File: config.mk
export PLATFORM = sky130hd
export DESIGN_NAME = rtc_serial_target
export DESIGN_NICKNAME = d
export VERILOG_FILES = /design/src/rtl/rtc_ser_pkg.sv /design/src/rtl/rtc_ser_sync.sv /design/src/rtl/rtc_ser_edge.sv /design/src/rtl/rtc_ser_shift.sv /design/src/rtl/rtc_ser_cmd_dec.sv /design/src/rtl/rtc_serial_target.sv
export SDC_FILE = /design/constraint.sdc
export NUM_CORES = 1
export LEC_CHECK = 0
export BUFFER_PORTS_ARGS = -buffer_cell sky130_fd_sc_hd__buf_2
export CORE_AREA = 2 2 129 81
export DETAILED_ROUTE_END_ITERATION = 10
export DIE_AREA = 0 0 131 83
export HOLD_SLACK_MARGIN = 0.12
export PLACE_DENSITY = 0.47
export SLEW_MARGIN = 0
export SYNTH_ARGS = -nofsm -noshare
export SYNTH_HDL_FRONTEND = slang
export SYNTH_SLANG_ARGS = --single-unit
File: constraint.sdc
create_clock -name clk_i -period 2.62 [get_ports clk_i]
set_input_delay 0.393 -clock clk_i [delete_from_list [all_inputs] [get_ports clk_i]]
set_output_delay 0.393 -clock clk_i [all_outputs]
set_load 0.005 [all_outputs]
File: src/rtl/rtc_ser_pkg.sv
`timescale 1ns/1ps
package rtc_ser_pkg;
  typedef enum logic [2:0] {
    PH_IDLE,
    PH_CMD,
    PH_WRITE,
    PH_READ,
    PH_IGNORE
  } phase_e;

  typedef struct packed {
    logic       valid;
    logic       rd;
    logic [2:0] idx;
  } cmd_t;
endpackage

File: src/rtl/rtc_ser_sync.sv
`timescale 1ns/1ps
module rtc_ser_sync #(
  parameter int WIDTH  = 3,
  parameter int STAGES = 2
) (
  input  logic             clk_i,
  input  logic             rst_ni,
  input  logic [WIDTH-1:0] d_i,
  output logic [WIDTH-1:0] q_o
);
  for (genvar g = 0; g < WIDTH; g++) begin : g_bit
    logic [STAGES-1:0] ff_q;
    always_ff @(posedge clk_i or negedge rst_ni) begin
      if (!rst_ni) ff_q <= '0;
      else         ff_q <= {ff_q[STAGES-2:0], d_i[g]};
    end
    assign q_o[g] = ff_q[STAGES-1];
  end
endmodule

File: src/rtl/rtc_ser_edge.sv
`timescale 1ns/1ps
module rtc_ser_edge (
  input  logic clk_i,
  input  logic rst_ni,
  input  logic lvl_i,
  output logic rise_o
);
  logic lvl_q;
  always_ff @(posedge clk_i or negedge rst_ni) begin
    if (!rst_ni) lvl_q <= 1'b0;
    else         lvl_q <= lvl_i;
  end
  assign rise_o = lvl_i & ~lvl_q;

  // a rising edge is one cycle wide
  p_rise_single_r2: assert property (@(posedge clk_i) disable iff (!rst_ni)
    rise_o |=> !rise_o);
endmodule

File: src/rtl/rtc_ser_shift.sv
`timescale 1ns/1ps
module rtc_ser_shift #(
  parameter int W = 8
) (
  input  logic         clk_i,
  input  logic         rst_ni,
  input  logic         clr_i,
  input  logic         en_i,
  input  logic         bit_i,
  output logic [W-1:0] next_o
);
  logic [W-1:0] sh_q;
  // LSB first: newest bit enters at the top
  assign next_o = {bit_i, sh_q[W-1:1]};
  always_ff @(posedge clk_i or negedge rst_ni) begin
    if (!rst_ni)    sh_q <= '0;
    else if (clr_i) sh_q <= '0;
    else if (en_i)  sh_q <= next_o;
  end
endmodule

File: src/rtl/rtc_ser_cmd_dec.sv
`timescale 1ns/1ps
module rtc_ser_cmd_dec
  import rtc_ser_pkg::*;
#(
  parameter logic [3:0] CMD_TAG = 4'h6
) (
  input  logic [7:0] cmd_i,
  output cmd_t       dec_o
);
  always_comb begin
    dec_o.valid = (cmd_i[7:4] == CMD_TAG);
    dec_o.rd    = cmd_i[0];
    dec_o.idx   = cmd_i[3:1];
  end
endmodule

File: src/rtl/rtc_serial_target.sv
`timescale 1ns/1ps
module rtc_serial_target
  import rtc_ser_pkg::*;
#(
  parameter int         MAX_BYTES   = 7,
  parameter int         DATA_W      = 8,
  parameter int         SYNC_STAGES = 2,
  parameter logic [3:0] CMD_TAG     = 4'h6,
  localparam int        BYTE_W      = $clog2(MAX_BYTES),
  localparam int        BIT_W       = $clog2(DATA_W)
) (
  input  logic              clk_i,
  input  logic              rst_ni,
  input  logic              sel_i,
  input  logic              sck_i,
  input  logic              sio_i,
  output logic              sio_o,
  output logic              sio_oe_o,
  output logic [2:0]        reg_idx_o,
  output logic [BYTE_W-1:0] reg_byte_o,
  output logic              reg_wr_o,
  output logic [DATA_W-1:0] reg_wdata_o,
  output logic              reg_rd_o,
  input  logic [DATA_W-1:0] reg_rdata_i
);
  localparam logic [BYTE_W-1:0] LAST_LANE = BYTE_W'(MAX_BYTES - 1);
  localparam logic [BIT_W-1:0]  LAST_BIT  = BIT_W'(DATA_W - 1);

  logic sel_s, sck_s, sio_s, sck_rise;

  rtc_ser_sync #(.WIDTH(3), .STAGES(SYNC_STAGES)) u_sync (
    .clk_i  (clk_i),
    .rst_ni (rst_ni),
    .d_i    ({sel_i, sck_i, sio_i}),
    .q_o    ({sel_s, sck_s, sio_s})
  );

  rtc_ser_edge u_edge (
    .clk_i  (clk_i),
    .rst_ni (rst_ni),
    .lvl_i  (sck_s & sel_s),
    .rise_o (sck_rise)
  );

  phase_e            phase_q;
  logic [BIT_W-1:0]  bit_q;
  logic [BYTE_W-1:0] lane_q, wlane_q;
  logic [2:0]        idx_q;
  logic [DATA_W-1:0] rd_sh_q, wdata_q;
  logic              oe_q, out_q, fetch_q, wr_q;
  logic [7:0]        cmd_next;
  logic [DATA_W-1:0] wr_next;
  cmd_t              dec;
  logic              last_bit;
  logic [BYTE_W-1:0] lane_inc;

  rtc_ser_shift #(.W(8)) u_cmd_sh (
    .clk_i  (clk_i),
    .rst_ni (rst_ni),
    .clr_i  (!sel_s),
    .en_i   (sck_rise && phase_q == PH_CMD),
    .bit_i  (sio_s),
    .next_o (cmd_next)
  );

  rtc_ser_shift #(.W(DATA_W)) u_wr_sh (
    .clk_i  (clk_i),
    .rst_ni (rst_ni),
    .clr_i  (!sel_s || phase_q != PH_WRITE),
    .en_i   (sck_rise && phase_q == PH_WRITE),
    .bit_i  (sio_s),
    .next_o (wr_next)
  );

  rtc_ser_cmd_dec #(.CMD_TAG(CMD_TAG)) u_dec (
    .cmd_i (cmd_next),
    .dec_o (dec)
  );

  assign last_bit = (bit_q == LAST_BIT);
  assign lane_inc = (lane_q == LAST_LANE) ? lane_q : lane_q + 1'b1;

  always_ff @(posedge clk_i or negedge rst_ni) begin
    if (!rst_ni) begin
      phase_q <= PH_IDLE;
      bit_q   <= '0;
      lane_q  <= '0;
      wlane_q <= '0;
      idx_q   <= '0;
      rd_sh_q <= '0;
      wdata_q <= '0;
      oe_q    <= 1'b0;
      out_q   <= 1'b0;
      fetch_q <= 1'b0;
      wr_q    <= 1'b0;
    end else if (!sel_s) begin
      phase_q <= PH_IDLE;
      bit_q   <= '0;
      lane_q  <= '0;
      oe_q    <= 1'b0;
      out_q   <= 1'b0;
      fetch_q <= 1'b0;
      wr_q    <= 1'b0;
    end else begin
      wr_q    <= 1'b0;
      fetch_q <= 1'b0;
      if (phase_q == PH_IDLE) begin
        phase_q <= PH_CMD;
        bit_q   <= '0;
      end
      if (fetch_q) rd_sh_q <= reg_rdata_i;
      if (sck_rise) begin
        unique case (phase_q)
          PH_CMD: begin
            bit_q <= bit_q + 1'b1;
            if (last_bit) begin
              lane_q <= '0;
              idx_q  <= dec.idx;
              if (!dec.valid) begin
                phase_q <= PH_IGNORE;
              end else if (dec.rd) begin
                phase_q <= PH_READ;
                oe_q    <= 1'b1;
                fetch_q <= 1'b1;
              end else begin
                phase_q <= PH_WRITE;
              end
            end
          end
          PH_WRITE: begin
            bit_q <= bit_q + 1'b1;
            if (last_bit) begin
              wr_q    <= 1'b1;
              wdata_q <= wr_next;
              wlane_q <= lane_q;
              lane_q  <= lane_inc;
            end
          end
          PH_READ: begin
            out_q <= rd_sh_q[bit_q];
            bit_q <= bit_q + 1'b1;
            if (last_bit) begin
              lane_q  <= lane_inc;
              fetch_q <= 1'b1;
            end
          end
          default: ;
        endcase
      end
    end
  end

  assign sio_o       = out_q;
  assign sio_oe_o    = oe_q;
  assign reg_idx_o   = idx_q;
  assign reg_wr_o    = wr_q;
  assign reg_wdata_o = wdata_q;
  assign reg_rd_o    = fetch_q;
  assign reg_byte_o  = wr_q ? wlane_q : lane_q;

  p_lane_sat_r3: assert property (@(posedge clk_i) disable iff (!rst_ni)
    lane_q <= LAST_LANE);
  p_oe_read_only_r4: assert property (@(posedge clk_i) disable iff (!rst_ni)
    sio_oe_o |-> phase_q == PH_READ);
  p_oe_not_in_cmd_r4: assert property (@(posedge clk_i) disable iff (!rst_ni)
    phase_q == PH_CMD |-> !sio_oe_o);
  p_wr_from_write_r2: assert property (@(posedge clk_i) disable iff (!rst_ni)
    reg_wr_o |-> $past(phase_q) == PH_WRITE);
  p_rd_wr_excl_r5: assert property (@(posedge clk_i) disable iff (!rst_ni)
    !(reg_wr_o && reg_rd_o));
  p_sel_drop_r6: assert property (@(posedge clk_i) disable iff (!rst_ni)
    !sel_s |=> !sio_oe_o && !reg_wr_o && !reg_rd_o);
  p_ignore_quiet_r7: assert property (@(posedge clk_i) disable iff (!rst_ni)
    phase_q == PH_IGNORE |-> !sio_oe_o && !reg_wr_o && !reg_rd_o);
endmodule

==> flow_summary_export.csv, run 1 <==
group,metric,value,unit
global_routing,grt_usage,0.0964,
timing,fin_crit,1.94,ns
synthesis,syn_nets,204,
power,powerDensity,611,nW/um^2
synthesis,synth_top_area_cell,"dfrtp_1",
synthesis,ys_seq_area_frac,0.592,
critical_path,ff2ff_path_depth,5,
die,core,9630,sq um
global_routing,grt.overflow.total,0,
critical_path,rr_endpoint,"wlane_q[0]",
route,drt-vias-per-instance,4.17,
finish,fin_cells,356,
synthesis,synth_seq_cells,56,
clock_tree,post_cts_buffers,0,
timing,worst_slew_pin_slew,0.638,ns
critical_path,path_class,"reg -> reg",
placement,portBuffers,30,
critical_path,slowest_stage,"dfrtp_1",
synthesis,synthFlopType,"dfrtp_1",
synthesis,synth_warnings,0,
route,dr.pass1.iters,4,
global_routing,grt_max_degree,29,
clock_tree,postCtsHoldBufs,0,
die,die_h,83,microns
timing,hold_viol,0,
route,wl,4730,microns
global_routing,grt_pass1_wl,8090,microns
clock_tree,path_clk_slew,0.07,ns
route,drt-initial-drc-count,80,
timing,skew,0.00590,ns
clock_tree,htreeDepth,2,
timing,slew_viol_final,0,
timing,rsz0062_at_grt,"no",
critical_path,arrival,2.12,ns
global_routing,antenna_found_initial,0,
clock_tree,clock-root-buffer,"clkbuf_16",
timing,fmax,515,MHz
placement,hpwlAfterDp,3390,microns
timing,setup_viol_count_final,0,
die,die_w,131,microns
status,outcome,"completed",
clock_tree,cts_resized,0,
route,ant_nets,0,
finish,drive_gt1_frac,0.312,
critical_path,crit_chain,"and3b_1, nand2_1, nor3_1, buf_4, mux2_2",
critical_path,worstSetupStartpointType,"register",
critical_path,cp_max_fo,12,
placement,dp_cells,348,
die,io_pins,31,
route,vias,1486,
global_routing,grt_pass1_vias,1568,
synthesis,synth_enable_flop_cells,0,
critical_path,critPathTopFamily,"simple AND/OR/NAND/NOR gates",
synthesis,synth_area,2370,sq um
clock_tree,cts.path.max_buffers,2,
route,drc,0,
critical_path,cp_slowest_stage_delay,0.46,ns
finish,utilization,0.297,
critical_path,cp.required,2.79,ns
finish,nNetsFinal,237,
clock_tree,cts_made_buffers,5,
synthesis,yosysTopAreaCellShare,0.592,
timing,post-route-period-util,0.742,
worst_hold_path,hold_path_class,"in -> async",
die,dieArea,10900,sq um
critical_path,r2r-start,"u_sync.g_bit[2].ff_q[1]",
finish,area_delta_synth_final,20.9,%
clock_tree,clk_latency,0.29,ns
synthesis,ys_async_sr_fraction,1.00,
flow_run,drv_cap,0,
route,wl_per_cell,13.3,microns
power,total_leakage_power,1.36,nW
critical_path,r2r_slack,0.68,ns
clock_tree,cts_tree,"yes",
critical_path,cp_num_buf_inv,1,
synthesis,synthTopCellsByArea,"dfrtp_1 59%, mux2_2 11%, mux2i_1 3.4%",
timing,setup_tns,0,ns
die,start_util,0.246,
critical_path,end_kind,"register",
timing,slew_headroom,0.575,
power,peakVddDrop,0.000248,V
placement,gp_congestion,0.765,
synthesis,ys_types,34,
clock_tree,clock_sinks,56,
die,num_rows,28,
finish,diodes,0,
synthesis,syn-instance-count,187,
synthesis,avgSynthCellArea,12.7,sq um
## metal layers
layer  wire length [microns]  track usage
met1                    2490        0.138
met2                    1940        0.135
met3                     236       0.0335
met4                      60       0.0319
met5                       0            0
## cell usage in the layout, fill, tap and decap left out, types with 2 or more instances in the layout
| cell | synthesis | final |
|---|---|---|
| a21boi_0 | 4 | 4 |
| a21boi_1 | 2 | 2 |
| a21oi_1 | 5 | 5 |
| and3_1 | 2 | 2 |
| buf_2 | 3 | 30 |
| buf_4 | 1 | 4 |
| clkbuf_16 | 0 | 5 |
| clkbuf_8 | 0 | 2 |
| dfrtp_1 | 56 | 56 |
| ha_1 | 4 | 4 |
| mux2_2 | 24 | 24 |
| mux2i_1 | 8 | 8 |
| mux4_2 | 2 | 2 |
| nand2_1 | 21 | 21 |
| nand2b_1 | 2 | 2 |
| nand3_1 | 8 | 8 |
| nor2_1 | 6 | 6 |
| nor2b_1 | 7 | 7 |
| nor3_1 | 3 | 3 |
| nor4bb_1 | 2 | 2 |
| o21a_1 | 4 | 4 |
| o21ai_0 | 4 | 4 |
| or3_1 | 2 | 2 |
| or4_1 | 2 | 2 |
## cells by family (layout without fill, tap and decap cells)
group / Yosys count / in the layout / synth area share
AO/OA/AOI/OAI: 26 / 26 / 0.0729
adder cells (fa/ha/maj): 4 / 4 / 0.0211
buffers and inverters: 9 / 43 / 0.0174
flip-flops: 56 / 56 / 0.592
multiplexers: 34 / 34 / 0.167
AND/OR/NAND/NOR: 58 / 58 / 0.130
## cell type report
cell class,instances,area [sq um]
clock buffers,7,153
clock inverters,1,30.0
fillers,986,6770
inverters,1,3.75
multi-input cells,122,926
flip-flops and latches,56,1400
well taps,135,169
repair buffers,34,180
## power by group
part           switching (mW)  internal [mW]  leakage (nW)
sequential             0.0109          0.878         0.746
combinational          0.0386         0.0270         0.521
clock                   0.291          0.503        0.0901
total                   0.341           1.41          1.36
## worst max-delay path by stage
stage | from | end | slack (ns) | cells after the start
after CTS | u_sync.g_bit[2].ff_q[1] | wlane_q[0] | 0.65 | 5
after floorplan | bit_q[0] | reg_wdata_o[0] | 0.78 | 6
after detailed placement | u_sync.g_bit[2].ff_q[1] | wlane_q[0] | 0.67 | 5
after global routing | u_sync.g_bit[2].ff_q[1] | wlane_q[0] | 0.42 | 5
final | u_sync.g_bit[2].ff_q[1] | wlane_q[0] | 0.68 | 5
after global placement | u_sync.g_bit[2].ff_q[1] | reg_wdata_o[7] | 0.73 | 5
## flip-flops by register name, indices dropped and copies added, names as in the netlist, 3 cells and up
register / cells
bit_q: 3
lane_q: 3
phase_q: 3
rd_sh_q: 8
reg_idx_o: 3
reg_wdata_o: 8
u_cmd_sh.sh_q: 7
u_sync.g_bit.ff_q: 6
u_wr_sh.sh_q: 7
wlane_q: 3
## metrics by stage
step	total power [mW]	area (sq um)	worst slack [ns]	hold slack, ns
after floorplan	0.936	2370	0.776	0.0974
after global placement	0.973	2680	0.733	0.335
after detailed placement	0.974	2680	0.665	0.336
after CTS	1.78	2860	0.654	0.142
after global routing	1.84	2860	0.418	0.162
final	1.75	2860	0.677	0.117
## synthesized netlist by cell type (all sizes together), types with 3 or more instances
| library cell | number |
|---|---|
| nand3 | 8 |
| nand2 | 21 |
| nor3 | 3 |
| o21ai | 4 |
| ha | 4 |
| clkbuf | 4 |
| mux2 | 24 |
| a21oi | 5 |
| buf | 4 |
| a21boi | 6 |
| mux2i | 8 |
| dfrtp | 56 |
| nor2b | 7 |
| nor2 | 6 |
| o21a | 4 |
## worst register-to-register path, stage by stage, from the launching register on
cell     delay (ns)
dfrtp_1        0.46
and3b_1        0.46
nand2_1        0.13
nor3_1         0.18
buf_4          0.24
mux2_2         0.36
No activity file was read; power rests on OpenSTA's default activity.
==> inputs of run 2 (changes only) <==
- clock period: 2.62 -> 2 ns (I/O delays scaled with it)
==> run 2 against run 1 <==
  * Via count rose by 2.0%
  * Die area unchanged
  * Routed wire length is 3.1% lower
  * Global-route usage is essentially flat
  * Design area grew 1.7%
==> flow_summary_export.csv, run 2 (synthesized netlist as in run 1, its figures left out) <==
group,metric,value,unit
timing,post-route-period-util,0.911,
die,num_rows,28,
critical_path,arrival,2.00,ns
worst_hold_path,hold_depth,2,
global_routing,grt_usage,0.0967,
worst_hold_path,holdPathEnd,"rd_sh_q[3]",
finish,nNetsFinal,247,
global_routing,antenna_found_initial,0,
finish,fin_cells,366,
timing,hold_viol,0,
placement,portBuffers,30,
finish,diodes,0,
route,drt-vias-per-instance,4.14,
die,dieArea,10900,sq um
finish,multi_input_area,926,sq um
global_routing,grt_pass1_wl,8290,microns
finish,area_delta_synth_final,22.9,%
global_routing,grt_pass1_vias,1564,
clock_tree,post_cts_buffers,0,
route,wl,4580,microns
route,dr.pass1.iters,4,
clock_tree,cts_tree,"yes",
timing,slew_viol_final,0,
timing,fmax,549,MHz
route,drc,0,
worst_hold_path,hold_path_class,"in -> reg",
placement,dp_cells,354,
die,core,9630,sq um
route,drt-initial-drc-count,68,
timing,worst_slew_pin_slew,0.508,ns
power,p_sw,0.445,mW
power,internal-power,1.70,mW
flow_run,drv_cap,0,
timing,fin_crit,1.82,ns
critical_path,path_class,"reg -> reg",
critical_path,startpoint,"bit_q[1]",
critical_path,rr_endpoint,"reg_wdata_o[7]",
clock_tree,cts_made_buffers,5,
finish,layout_common_cells,"56 x dfrtp_1, 30 x buf_2, 24 x mux2_2, 21 x nand2_1, 10 x buf_4",
clock_tree,clk_latency,0.29,ns
clock_tree,path_clk_slew,0.07,ns
placement,hpwlAfterDp,3330,microns
timing,skew,0.00568,ns
power,comb_power_share,0.048,
critical_path,end_kind,"register",
clock_tree,cts.path.max_buffers,2,
critical_path,cp.required,2.18,ns
power,peakVddDrop,0.000292,V
clock_tree,htreeDepth,2,
die,start_util,0.246,
die,die_w,131,microns
power,seq_power_share,0.542,
finish,nFillCells,973,
clock_tree,clock-root-buffer,"clkbuf_16",
critical_path,worstSetupStartpointType,"register",
power,powerDensity,736,nW/um^2
finish,final_common_cell,"dfrtp_1",
die,die_h,83,microns
global_routing,grt_max_degree,33,
timing,setup_viol_count_final,0,
route,wl_per_cell,12.5,microns
critical_path,ff2ff_path_depth,6,
finish,drive_gt1_frac,0.316,
timing,rsz0062_at_grt,"no",
power,total_power,2.14,mW
finish,final-seq-area,1400,sq um
placement,gp_congestion,0.759,
status,outcome,"completed",
die,io_pins,31,
critical_path,r2r-start,"bit_q[1]",
timing,slew_headroom,0.656,
clock_tree,clock_sinks,56,
global_routing,grt.overflow.total,0,
critical_path,r2r_slack,0.18,ns
worst_hold_path,worst_hold_startpoint,"reg_rdata_i[3]",
power,p_sw_frac,0.208,
critical_path,cp_max_fo,12,
route,ant_nets,0,
power,total_leakage_power,1.38,nW
power,pwr-share-clk,0.411,
route,vias,1516,
timing,setup_tns,0,ns
[run 2: final cells by class]
class                           instances  area share
Timing Repair Buffer                   44      0.0911
Clock buffer                            8      0.0503
Tap cell                              135      0.0580
Sequential cell                        56       0.481
Multi-Input combinational cell        122       0.318
Inverter                                1     0.00129
[run 2: worst max-delay path: stages (launching register included)]
cell and delay, ns:
dfrtp_1 0.42, ha_1 0.17, ha_1 0.24, nand2_1 0.09
nor3_1 0.19, buf_4 0.24, mux2_2 0.35
[run 2: through the flow]
step	cell area, sq um	worst slack [ns]	hold WS, ns	util
global route	2910	0.0332	0.229	0.302
finish	2910	0.178	0.236	0.302
floorplan	2370	0.156	0.00441	-
global placement	2730	0.233	0.323	0.283
detailed placement	2730	0.159	0.317	0.283
CTS	2910	0.155	0.234	0.302
[run 2: how the worst max path moves through the flow]
stage	end	slack (ns)	cells past startpoint
2_1_floorplan	reg_wdata_o[0]	0.16	6
3_3_place_gp	wlane_q[1]	0.23	6
3_5_place_dp	reg_wdata_o[5]	0.16	6
4_1_cts	reg_wdata_o[7]	0.15	6
5_1_grt	reg_wdata_o[0]	0.03	6
6_report	reg_wdata_o[7]	0.18	6
[run 2: power by group through the flow]
stage          combinational, mW  clock (mW)  sequential (mW)
3_5_place_dp               0.100           0             1.18
6_report                   0.102       0.880             1.16
2_1_floorplan             0.0471           0             1.18
3_3_place_gp              0.0999           0             1.18
5_1_grt                    0.117       0.967             1.16
4_1_cts                    0.107       0.914             1.16
[run 2: per-layer routing]
metal | up-vias | track usage | routed length, microns
met5 | - | 0 | 0
met4 | 0 | 0.0319 | 69
met3 | 7 | 0.0354 | 231
met2 | 24 | 0.122 | 1720
met1 | 735 | 0.149 | 2560
li1 | 750 | - | -
[run 2: what timing repair did]
action                    4_1_cts  5_1_grt
hold endpoints to repair       59        0
gates resized for setup         0        0
hold buffers                    4        0
